[config.mk]
export PLATFORM = sky130hd
export DESIGN_NAME = tick_down_timer
export DESIGN_NICKNAME = d
export VERILOG_FILES = /design/src/rtl/dtmr_pkg.sv /design/src/rtl/dtmr_prescaler.sv /design/src/rtl/dtmr_counter.sv /design/src/rtl/dtmr_regs.sv /design/src/rtl/tick_down_timer.sv
export SDC_FILE = /design/constraint.sdc
export NUM_CORES = 1
export LEC_CHECK = 0
export CAP_MARGIN = 20
export CORE_UTILIZATION = 30
export DETAILED_ROUTE_END_ITERATION = 8
export MAX_ROUTING_LAYER = met4
export PLACE_DENSITY = 0.54
export SETUP_SLACK_MARGIN = 0.5
export SLEW_MARGIN = 30
export SYNTH_ARGS = -nofsm -noshare
export SYNTH_HDL_FRONTEND = slang
export SYNTH_SLANG_ARGS = --single-unit
export TNS_END_PERCENT = 20
[constraint.sdc]
create_clock -name clk -period 10.9 [get_ports clk]
set_input_delay 3.27 -clock clk [delete_from_list [all_inputs] [get_ports clk]]
set_output_delay 3.27 -clock clk [all_outputs]
set_load 0.02 [all_outputs]
[src/rtl/dtmr_pkg.sv]
package dtmr_pkg;
  // control field positions (software-visible layout)
  localparam int CB_ONESHOT  = 0;
  localparam int CB_WIDE     = 1;
  localparam int CB_PRE_LO   = 2;
  localparam int CB_IE       = 5;
  localparam int CB_PERIODIC = 6;
  localparam int CB_EN       = 7;
  localparam int CTRL_W      = 8;
  localparam logic [CTRL_W-1:0] CTRL_RESET = 8'h20;

  // register word indices
  localparam int IDX_LOAD  = 0;
  localparam int IDX_VALUE = 1;
  localparam int IDX_CTRL  = 2;
  localparam int IDX_CLR   = 3;
  localparam int IDX_RAW   = 4;
  localparam int IDX_MASK  = 5;
  localparam int IDX_BGLD  = 6;
endpackage

[src/rtl/dtmr_prescaler.sv]
module dtmr_prescaler #(
  parameter int SLOW_LOG   = 4,
  parameter int SLOWER_LOG = 8
) (
  input  logic       clk,
  input  logic       rst_n,
  input  logic       tick,
  input  logic       restart,
  input  logic [1:0] code,
  output logic       step
);
  localparam int PW = (SLOWER_LOG > SLOW_LOG) ? SLOWER_LOG : SLOW_LOG;

  logic [PW-1:0] phase;

  // true when the current phase closes a divide window for this code
  function automatic logic phase_hit(input logic [1:0] c, input logic [PW-1:0] p);
    logic h;
    case (c)
      2'b01:   h = &p[SLOW_LOG-1:0];
      2'b10:   h = &p[SLOWER_LOG-1:0];
      default: h = 1'b1;
    endcase
    return h;
  endfunction

  always_ff @(posedge clk) begin
    if (!rst_n)       phase <= '0;
    else if (restart) phase <= '0;
    else if (tick)    phase <= phase + 1'b1;
  end

  assign step = tick && !restart && phase_hit(code, phase);
endmodule

[src/rtl/dtmr_counter.sv]
module dtmr_counter #(
  parameter int DATA_W   = 32,
  parameter int NARROW_W = 16
) (
  input  logic              clk,
  input  logic              rst_n,
  input  logic              step,
  input  logic              run_en,
  input  logic              oneshot,
  input  logic              free_mode,
  input  logic              wide,
  input  logic [DATA_W-1:0] limit,
  input  logic              load_wr,
  input  logic [DATA_W-1:0] load_data,
  input  logic              arm,
  output logic [DATA_W-1:0] value,
  output logic              expire,
  output logic              armed
);
  function automatic logic [DATA_W-1:0] width_mask(input logic w);
    return w ? {DATA_W{1'b1}} : DATA_W'({NARROW_W{1'b1}});
  endfunction

  function automatic logic [DATA_W-1:0] wrap_point(input logic [DATA_W-1:0] lim,
                                                   input logic f, input logic w);
    return f ? width_mask(w) : (lim & width_mask(w));
  endfunction

  logic active;
  assign active = run_en && armed && step;
  assign expire = active && ((value & width_mask(wide)) == '0);

  always_ff @(posedge clk) begin
    if (!rst_n) begin
      value <= '0;
      armed <= 1'b0;
    end else begin
      if (arm)                    armed <= 1'b1;
      else if (expire && oneshot) armed <= 1'b0;

      if (load_wr)     value <= wrap_point(load_data, free_mode, wide);
      else if (expire) value <= oneshot ? '0 : wrap_point(limit, free_mode, wide);
      else if (active) value <= (value - 1'b1) & width_mask(wide);
    end
  end
endmodule

[src/rtl/dtmr_regs.sv]
module dtmr_regs
  import dtmr_pkg::*;
#(
  parameter int DATA_W   = 32,
  parameter int ADDR_W   = 3,
  parameter int NARROW_W = 16
) (
  input  logic              clk,
  input  logic              rst_n,
  input  logic              wr_en,
  input  logic              rd_en,
  input  logic [ADDR_W-1:0] addr,
  input  logic [DATA_W-1:0] wdata,
  input  logic [DATA_W-1:0] value,
  input  logic              expire,
  output logic [CTRL_W-1:0] ctrl_q,
  output logic [DATA_W-1:0] limit_q,
  output logic              raw_q,
  output logic              load_wr,
  output logic              ctrl_wr,
  output logic              arm,
  output logic [DATA_W-1:0] rdata,
  output logic              irq
);
  function automatic logic [DATA_W-1:0] view_value(input logic [DATA_W-1:0] v, input logic w);
    return w ? v : DATA_W'(v[NARROW_W-1:0]);
  endfunction

  logic bg_wr, clr_wr;
  assign load_wr = wr_en && (addr == ADDR_W'(IDX_LOAD));
  assign ctrl_wr = wr_en && (addr == ADDR_W'(IDX_CTRL));
  assign clr_wr  = wr_en && (addr == ADDR_W'(IDX_CLR));
  assign bg_wr   = wr_en && (addr == ADDR_W'(IDX_BGLD));
  assign arm     = load_wr || (ctrl_wr && wdata[CB_EN]);

  always_ff @(posedge clk) begin
    if (!rst_n) begin
      ctrl_q  <= CTRL_RESET;
      limit_q <= '0;
      raw_q   <= 1'b0;
    end else begin
      if (ctrl_wr)              ctrl_q  <= wdata[CTRL_W-1:0];
      if (load_wr || bg_wr)     limit_q <= wdata;
      if (expire)               raw_q   <= 1'b1;
      else if (clr_wr)          raw_q   <= 1'b0;
    end
  end

  assign irq = raw_q && ctrl_q[CB_IE];

  always_comb begin
    rdata = '0;
    if (rd_en) begin
      case (addr)
        ADDR_W'(IDX_LOAD),
        ADDR_W'(IDX_BGLD):  rdata = limit_q;
        ADDR_W'(IDX_VALUE): rdata = view_value(value, ctrl_q[CB_WIDE]);
        ADDR_W'(IDX_CTRL):  rdata = DATA_W'(ctrl_q);
        ADDR_W'(IDX_RAW):   rdata = DATA_W'(raw_q);
        ADDR_W'(IDX_MASK):  rdata = DATA_W'(irq);
        default:            rdata = '0;
      endcase
    end
  end
endmodule

[src/rtl/tick_down_timer.sv]
module tick_down_timer
  import dtmr_pkg::*;
#(
  parameter int DATA_W     = 32,
  parameter int ADDR_W     = 3,
  parameter int NARROW_W   = 16,
  parameter int SLOW_LOG   = 4,
  parameter int SLOWER_LOG = 8
) (
  input  logic              clk,
  input  logic              rst_n,
  input  logic              tick,
  input  logic              wr_en,
  input  logic              rd_en,
  input  logic [ADDR_W-1:0] addr,
  input  logic [DATA_W-1:0] wdata,
  output logic [DATA_W-1:0] rdata,
  output logic              irq
);
  logic [CTRL_W-1:0] ctrl_q;
  logic [DATA_W-1:0] limit_q, value;
  logic raw_q, load_wr, ctrl_wr, arm, step, expire, armed;
  logic oneshot, wide, ie, free_mode;

  assign oneshot   = ctrl_q[CB_ONESHOT];
  assign wide      = ctrl_q[CB_WIDE];
  assign ie        = ctrl_q[CB_IE];
  assign free_mode = !ctrl_q[CB_ONESHOT] && !ctrl_q[CB_PERIODIC];

  dtmr_regs #(.DATA_W(DATA_W), .ADDR_W(ADDR_W), .NARROW_W(NARROW_W)) u_regs (
    .clk(clk), .rst_n(rst_n), .wr_en(wr_en), .rd_en(rd_en), .addr(addr),
    .wdata(wdata), .value(value), .expire(expire), .ctrl_q(ctrl_q),
    .limit_q(limit_q), .raw_q(raw_q), .load_wr(load_wr), .ctrl_wr(ctrl_wr),
    .arm(arm), .rdata(rdata), .irq(irq)
  );

  dtmr_prescaler #(.SLOW_LOG(SLOW_LOG), .SLOWER_LOG(SLOWER_LOG)) u_pre (
    .clk(clk), .rst_n(rst_n), .tick(tick), .restart(ctrl_wr),
    .code(ctrl_q[CB_PRE_LO+1:CB_PRE_LO]), .step(step)
  );

  dtmr_counter #(.DATA_W(DATA_W), .NARROW_W(NARROW_W)) u_cnt (
    .clk(clk), .rst_n(rst_n), .step(step), .run_en(ctrl_q[CB_EN]),
    .oneshot(oneshot), .free_mode(free_mode), .wide(wide), .limit(limit_q),
    .load_wr(load_wr), .load_data(wdata), .arm(arm), .value(value),
    .expire(expire), .armed(armed)
  );
endmodule

After elaboration in Yosys (flattened, before gate mapping)
Index checks and enable logic that the tools add are counted.
{"block": "totals", "regBits": 82, "latchBits": 0, "ramBits": 0, "romBits": 0, "input_bits": 40, "output_inout_bits": 33, "memories": 0}
{"block": "classes", "n_addsub": 2, "multipliers": 0, "n_div": 0, "magnitude_cmp": 0, "n_eq_ne": 8, "shifts": 0, "muxes": 15, "n_bitwise": 5, "n_reduce_logical": 27}
{"op": "$mux 32", "count": 9}
{"op": "$pmux 32 s5", "count": 1}
{"op": "$and 32x32->32", "count": 4}
{"op": "$logic_not 32->1", "count": 1}
{"op": "$sub 32x1->32 const B", "count": 1}
{"op": "$logic_and 1x1->1", "count": 13}
{"op": "$eq 3x3->1 const B", "count": 3}
{"op": "$add 8x1->8 const B", "count": 1}
{"op": "$reduce_and 8->1", "count": 1}
{"op": "$eq 3x2->1 const B", "count": 2}
{"op": "$mux 1", "count": 4}
{"op": "$reduce_and 4->1", "count": 1}
{"op": "$reduce_bool 2->1", "count": 2}
{"op": "$reduce_or 2->1", "count": 2}
{"op": "$eq 3x1->1 const B", "count": 1}
{"op": "$logic_not 1->1", "count": 3}
{"op": "$logic_not 3->1", "count": 1}
{"op": "$reduce_bool 3->1", "count": 1}
{"op": "$eq 2x1->1 const B", "count": 1}
{"op": "$eq 2x2->1 const B", "count": 1}
{"op": "$logic_or 1x1->1", "count": 2}
{"op": "$pmux 1 s2", "count": 1}
{"op": "$not 1->1", "count": 1}

Logic depth before layout (Yosys ltp)
Gate-level depths: netlist (run 1).
{"block": "depth", "word_depth": 10, "ltp_mapped": 10, "mapped_depth_nobuf": 8}

By module
Synthesis (run 1) repeated with hierarchy kept, for this count alone.
{"block": "unflattened", "cells_unflattened": 740, "hier_area_um2": 5327.6}
{"module": "dtmr_counter", "instances": 1, "cells_per_inst": 404, "area_each_um2": 2795.2}
{"module": "dtmr_regs", "instances": 1, "cells_per_inst": 287, "area_each_um2": 2109.5}
{"module": "dtmr_prescaler", "instances": 1, "cells_per_inst": 48, "area_each_um2": 419.2}
{"module": "tick_down_timer", "instances": 1, "cells_per_inst": 1, "area_each_um2": 3.8}

Worst setup path after synthesis (run 1)
OpenSTA, ideal clock, no wires.
{"block": "synth_timing", "path_kind": "input-to-output", "from": "input addr[0]", "to": "output rdata[21]", "t_arrival_ns": 5.059, "t_required_ns": 7.630, "setup_slack_ns": 2.571, "path_stages": 7, "path_buffers": 3, "cell_sequence": "clkbuf_1 -> nor3b_1 -> and2_1 -> clkbuf_1 -> clkbuf_1 -> a22oi_1 -> nor2_1"}
{"block": "synth_via", "elab_chain_cells": 4}
{"element": "start, declared", "line_no": "tick_down_timer.sv:15", "source": "input logic [ADDR_W-1:0] addr,"}
{"element": "$eq 3x3->1 or $logic_not 3->1 (tied branches)", "line_no": "dtmr_regs.sv:54", "source": "case (addr)"}
{"element": "$reduce_or 2->1", "line_no": "dtmr_regs.sv:54"}
{"element": "$pmux 32 s5 *", "line_no": "dtmr_regs.sv:54"}
{"element": "$mux 32 *", "line_no": "dtmr_regs.sv:53", "source": "if (rd_en) begin"}
{"element": "end, declared", "line_no": "tick_down_timer.sv:17", "source": "output logic [DATA_W-1:0] rdata,"}
Every way passes the cells marked *; elsewhere a longest branch is shown, timed or not.

Worst setup path in the final report (run 1)
{"block": "layout_timing", "from": "input addr[2]", "to": "output rdata[17]"}
Same word-level chain as after synthesis.

==> impl_metrics.env, run 1 <==
export IMPL_htreeDepth=3
export IMPL_layout_commonest_cell="nand2_1"
export IMPL_crit_path_start_kind="input port"
export IMPL_drive_above_1_share=0.07161
export IMPL_rsz0062_at_grt="false"
export IMPL_areaGrowthSynthToFinish_pct=23.88
export IMPL_p_leak_uw=0.002206
export IMPL_start_util=0.3081
export IMPL_hold_end="u_regs.ctrl_q[4]"
export IMPL_status="finished, final reports clean"
export IMPL_max_freq_ghz=0.1033
export IMPL_ant_nets=0
export IMPL_fp_dieH_microns=135.3
export IMPL_routed_wirelength_microns=19330
export IMPL_synth_compound_gate_area_share=0.3205
export IMPL_drc=0
export IMPL_hold_start="u_regs.ctrl_q[4]"
export IMPL_synth_top_family_by_area="compound AO/OA/AOI/OAI gates"
export IMPL_period_needed_ps=9679
export IMPL_layout_common_cells="122 x nand2_1, 82 x dfxtp_1, 78 x a21oi_1"
export IMPL_core_sq_um=17300
export IMPL_post_drt_wl_per_cell_microns=19.20
export IMPL_dp_final_hpwl_microns=13070
export IMPL_fillers=1867
export IMPL_clk_pin_slew_ps=60
export IMPL_yosysUniqueCellTypes=69
export IMPL_cts_root_buffer="clkbuf_16"
export IMPL_synth_yosys_seq_area_share=0.3081
export IMPL_grt_overflow=0
export IMPL_avgSynthCellArea_sq_um=7.230
export IMPL_dieArea_sq_um=18300
export IMPL_crit_path_end_kind="primary output"
export IMPL_tightest_slew_ps=775.8
export IMPL_hold_viol_final=0
export IMPL_viasPerCell=5.617
export IMPL_setup_tns_final_ps=0
export IMPL_cts_tree="built"
export IMPL_post_cts_resize_count=0
export IMPL_powerDensity_nw_per_um2=131.9
export IMPL_cts_hold_buffers=0
export IMPL_drtIter0Drc=480
export IMPL_synthAdderAreaFrac=0.009392
export IMPL_r2r_start="u_cnt.value[23]"
export IMPL_antenna_found_initial=0
export IMPL_rr_worst_depth=7
export IMPL_numCtsBuffers=9
export IMPL_reg2reg_to="u_cnt.value[21]"
export IMPL_synth_seq_cells=82
export IMPL_crit_fanout=12
export IMPL_startpoint="addr[2]"
export IMPL_synth_xor_area_share=0.03123
export IMPL_drv_cap=0
export IMPL_dr_pass1_iters=5
export IMPL_yosys_warnings=0
export IMPL_grt_pass1_vias=5215
export IMPL_ctsLongestPathBuffers=2
export IMPL_grt_pass1_wl_microns=30320
export IMPL_min_period_over_period=0.8880
export IMPL_rows=48
export IMPL_yosys_area_share_simple=0.2630
export IMPL_hp_class="register to register"
export IMPL_synthMuxAreaShare=0.007983
export IMPL_post_cts_buffers=0
export IMPL_synth_top_flop_cell="dfxtp_1"
export IMPL_grt_usage=0.2229
export IMPL_critPathKind="input port to primary output"
export IMPL_gp_congestion=0.8459
export IMPL_ir_worst_vdd_mv=0.07880
export IMPL_crit_arrival_ps=6410
export IMPL_diodes=0
export IMPL_reg2reg_slack_ps=7640
export IMPL_synth_edf_count=0
export IMPL_syn_area_sq_um=5329
export IMPL_fin_util=0.3817
export IMPL_hold_path_depth=2
export IMPL_die_w_microns=135.3
export IMPL_vias=5656
export IMPL_finalMaxSlewViolations=0
export IMPL_syn_nets=781
export IMPL_dp_slack_ps=1298
export IMPL_syn_inst=737
export IMPL_grt_max_degree=53
export IMPL_finalSetupViolations=0
export IMPL_async_flop_share=0
export IMPL_relSlewSlack=0.4780
export IMPL_setup_ws_ps=1221
export IMPL_insertion_delay_ps=360
export IMPL_fin_skew_ps=11.19
export IMPL_fin_nets=821
export IMPL_port_buffer_count=72
export IMPL_ios=73
export IMPL_required_ps=7630
export IMPL_clock_sinks=82
[power breakdown]
group	switching [uW]	internal (uW)
Clock	132	253
Combinational	102	62.9
Sequential	11.6	310
[kinds of logic after synthesis]
family / after synthesis
compound gates: 264
xor+xnor: 19
fa+ha+maj: 4
buf+inv: 79
flops: 82
mux: 4
simple gates: 285
[per-layer routing]
layer / track usage / wire length [microns] / vias to the layer above
met5: - / 0 / -
met4: 0.06679 / 303 / 0
met3: 0.03404 / 1044 / 26
met2: 0.3439 / 8886 / 195
met1: 0.2985 / 9098 / 2675
li1: - / - / 2760
[worst max-delay path, stage by stage]
cell and delay, ps:
clkdlybuf4s50_1 600, xnor2_1 640, nor2b_2 620, buf_4 280, a22oi_1 100, nor2_1 230, clkdlybuf4s50_1 660
[cell usage after synthesis (10+ instances only)]
master      n  area share
nand2_1   123       0.087
dfxtp_1    82        0.31
a21oi_1    78       0.073
nor2_1     61       0.043
o21ai_0    58       0.054
clkbuf_1   48       0.034
a22oi_1    31       0.044
inv_1      19       0.013
nand3_1    16       0.015
a211oi_1   12       0.017
o211ai_1   12       0.017
xor2_1     11       0.018
a31oi_1    10       0.012
[stage by stage]
stage | hold slack [ps] | instance area (sq um) | instances | power, uW
after floorplan | 436.8 | 5329 | 737 | 432.9
after global placement | 461.2 | 6223 | 991 | 489.4
after detailed placement | 464.8 | 6223 | 991 | 490.1
after CTS | 472.7 | 6591 | 1007 | 874.1
after global routing | 496.1 | 6601 | 1007 | 905.5
final | 472.6 | 6601 | 1007 | 871.0
[final cells by class]
cell class                      count  area, sq um  share of cell area
Clock buffer                       11        242.7             0.03677
Clock inverter                      5        125.1             0.01895
Inverter                           20        75.07             0.01137
Multi-Input combinational cell    576         3395              0.5142
Sequential cell                    82         1642              0.2487
Tap cell                          225        281.5             0.04265
Timing Repair Buffer               88        840.8              0.1274
[worst max path at each step]
stage	end	slack (ps)
after floorplan	rdata[21]	2570
after global placement	rdata[17]	1300
after detailed placement	rdata[17]	1300
after CTS	rdata[17]	1290
after global routing	rdata[17]	1060
final	rdata[17]	1220
[flip-flops by register name, indices dropped and copies added (netlist names)]
register and count:
u_cnt.value 32, u_regs.limit_q 32, u_pre.phase 8, u_regs.ctrl_q 8
u_cnt.armed 1, u_regs.raw_q 1
Power figures use the tool's default switching activity.
==> run 2: changes to the inputs <==
Settings changed: SKIP_LAST_GASP set to 1.
==> results of run 2 <==
The final DEF is identical to that of run 1; final timing and power are the same.
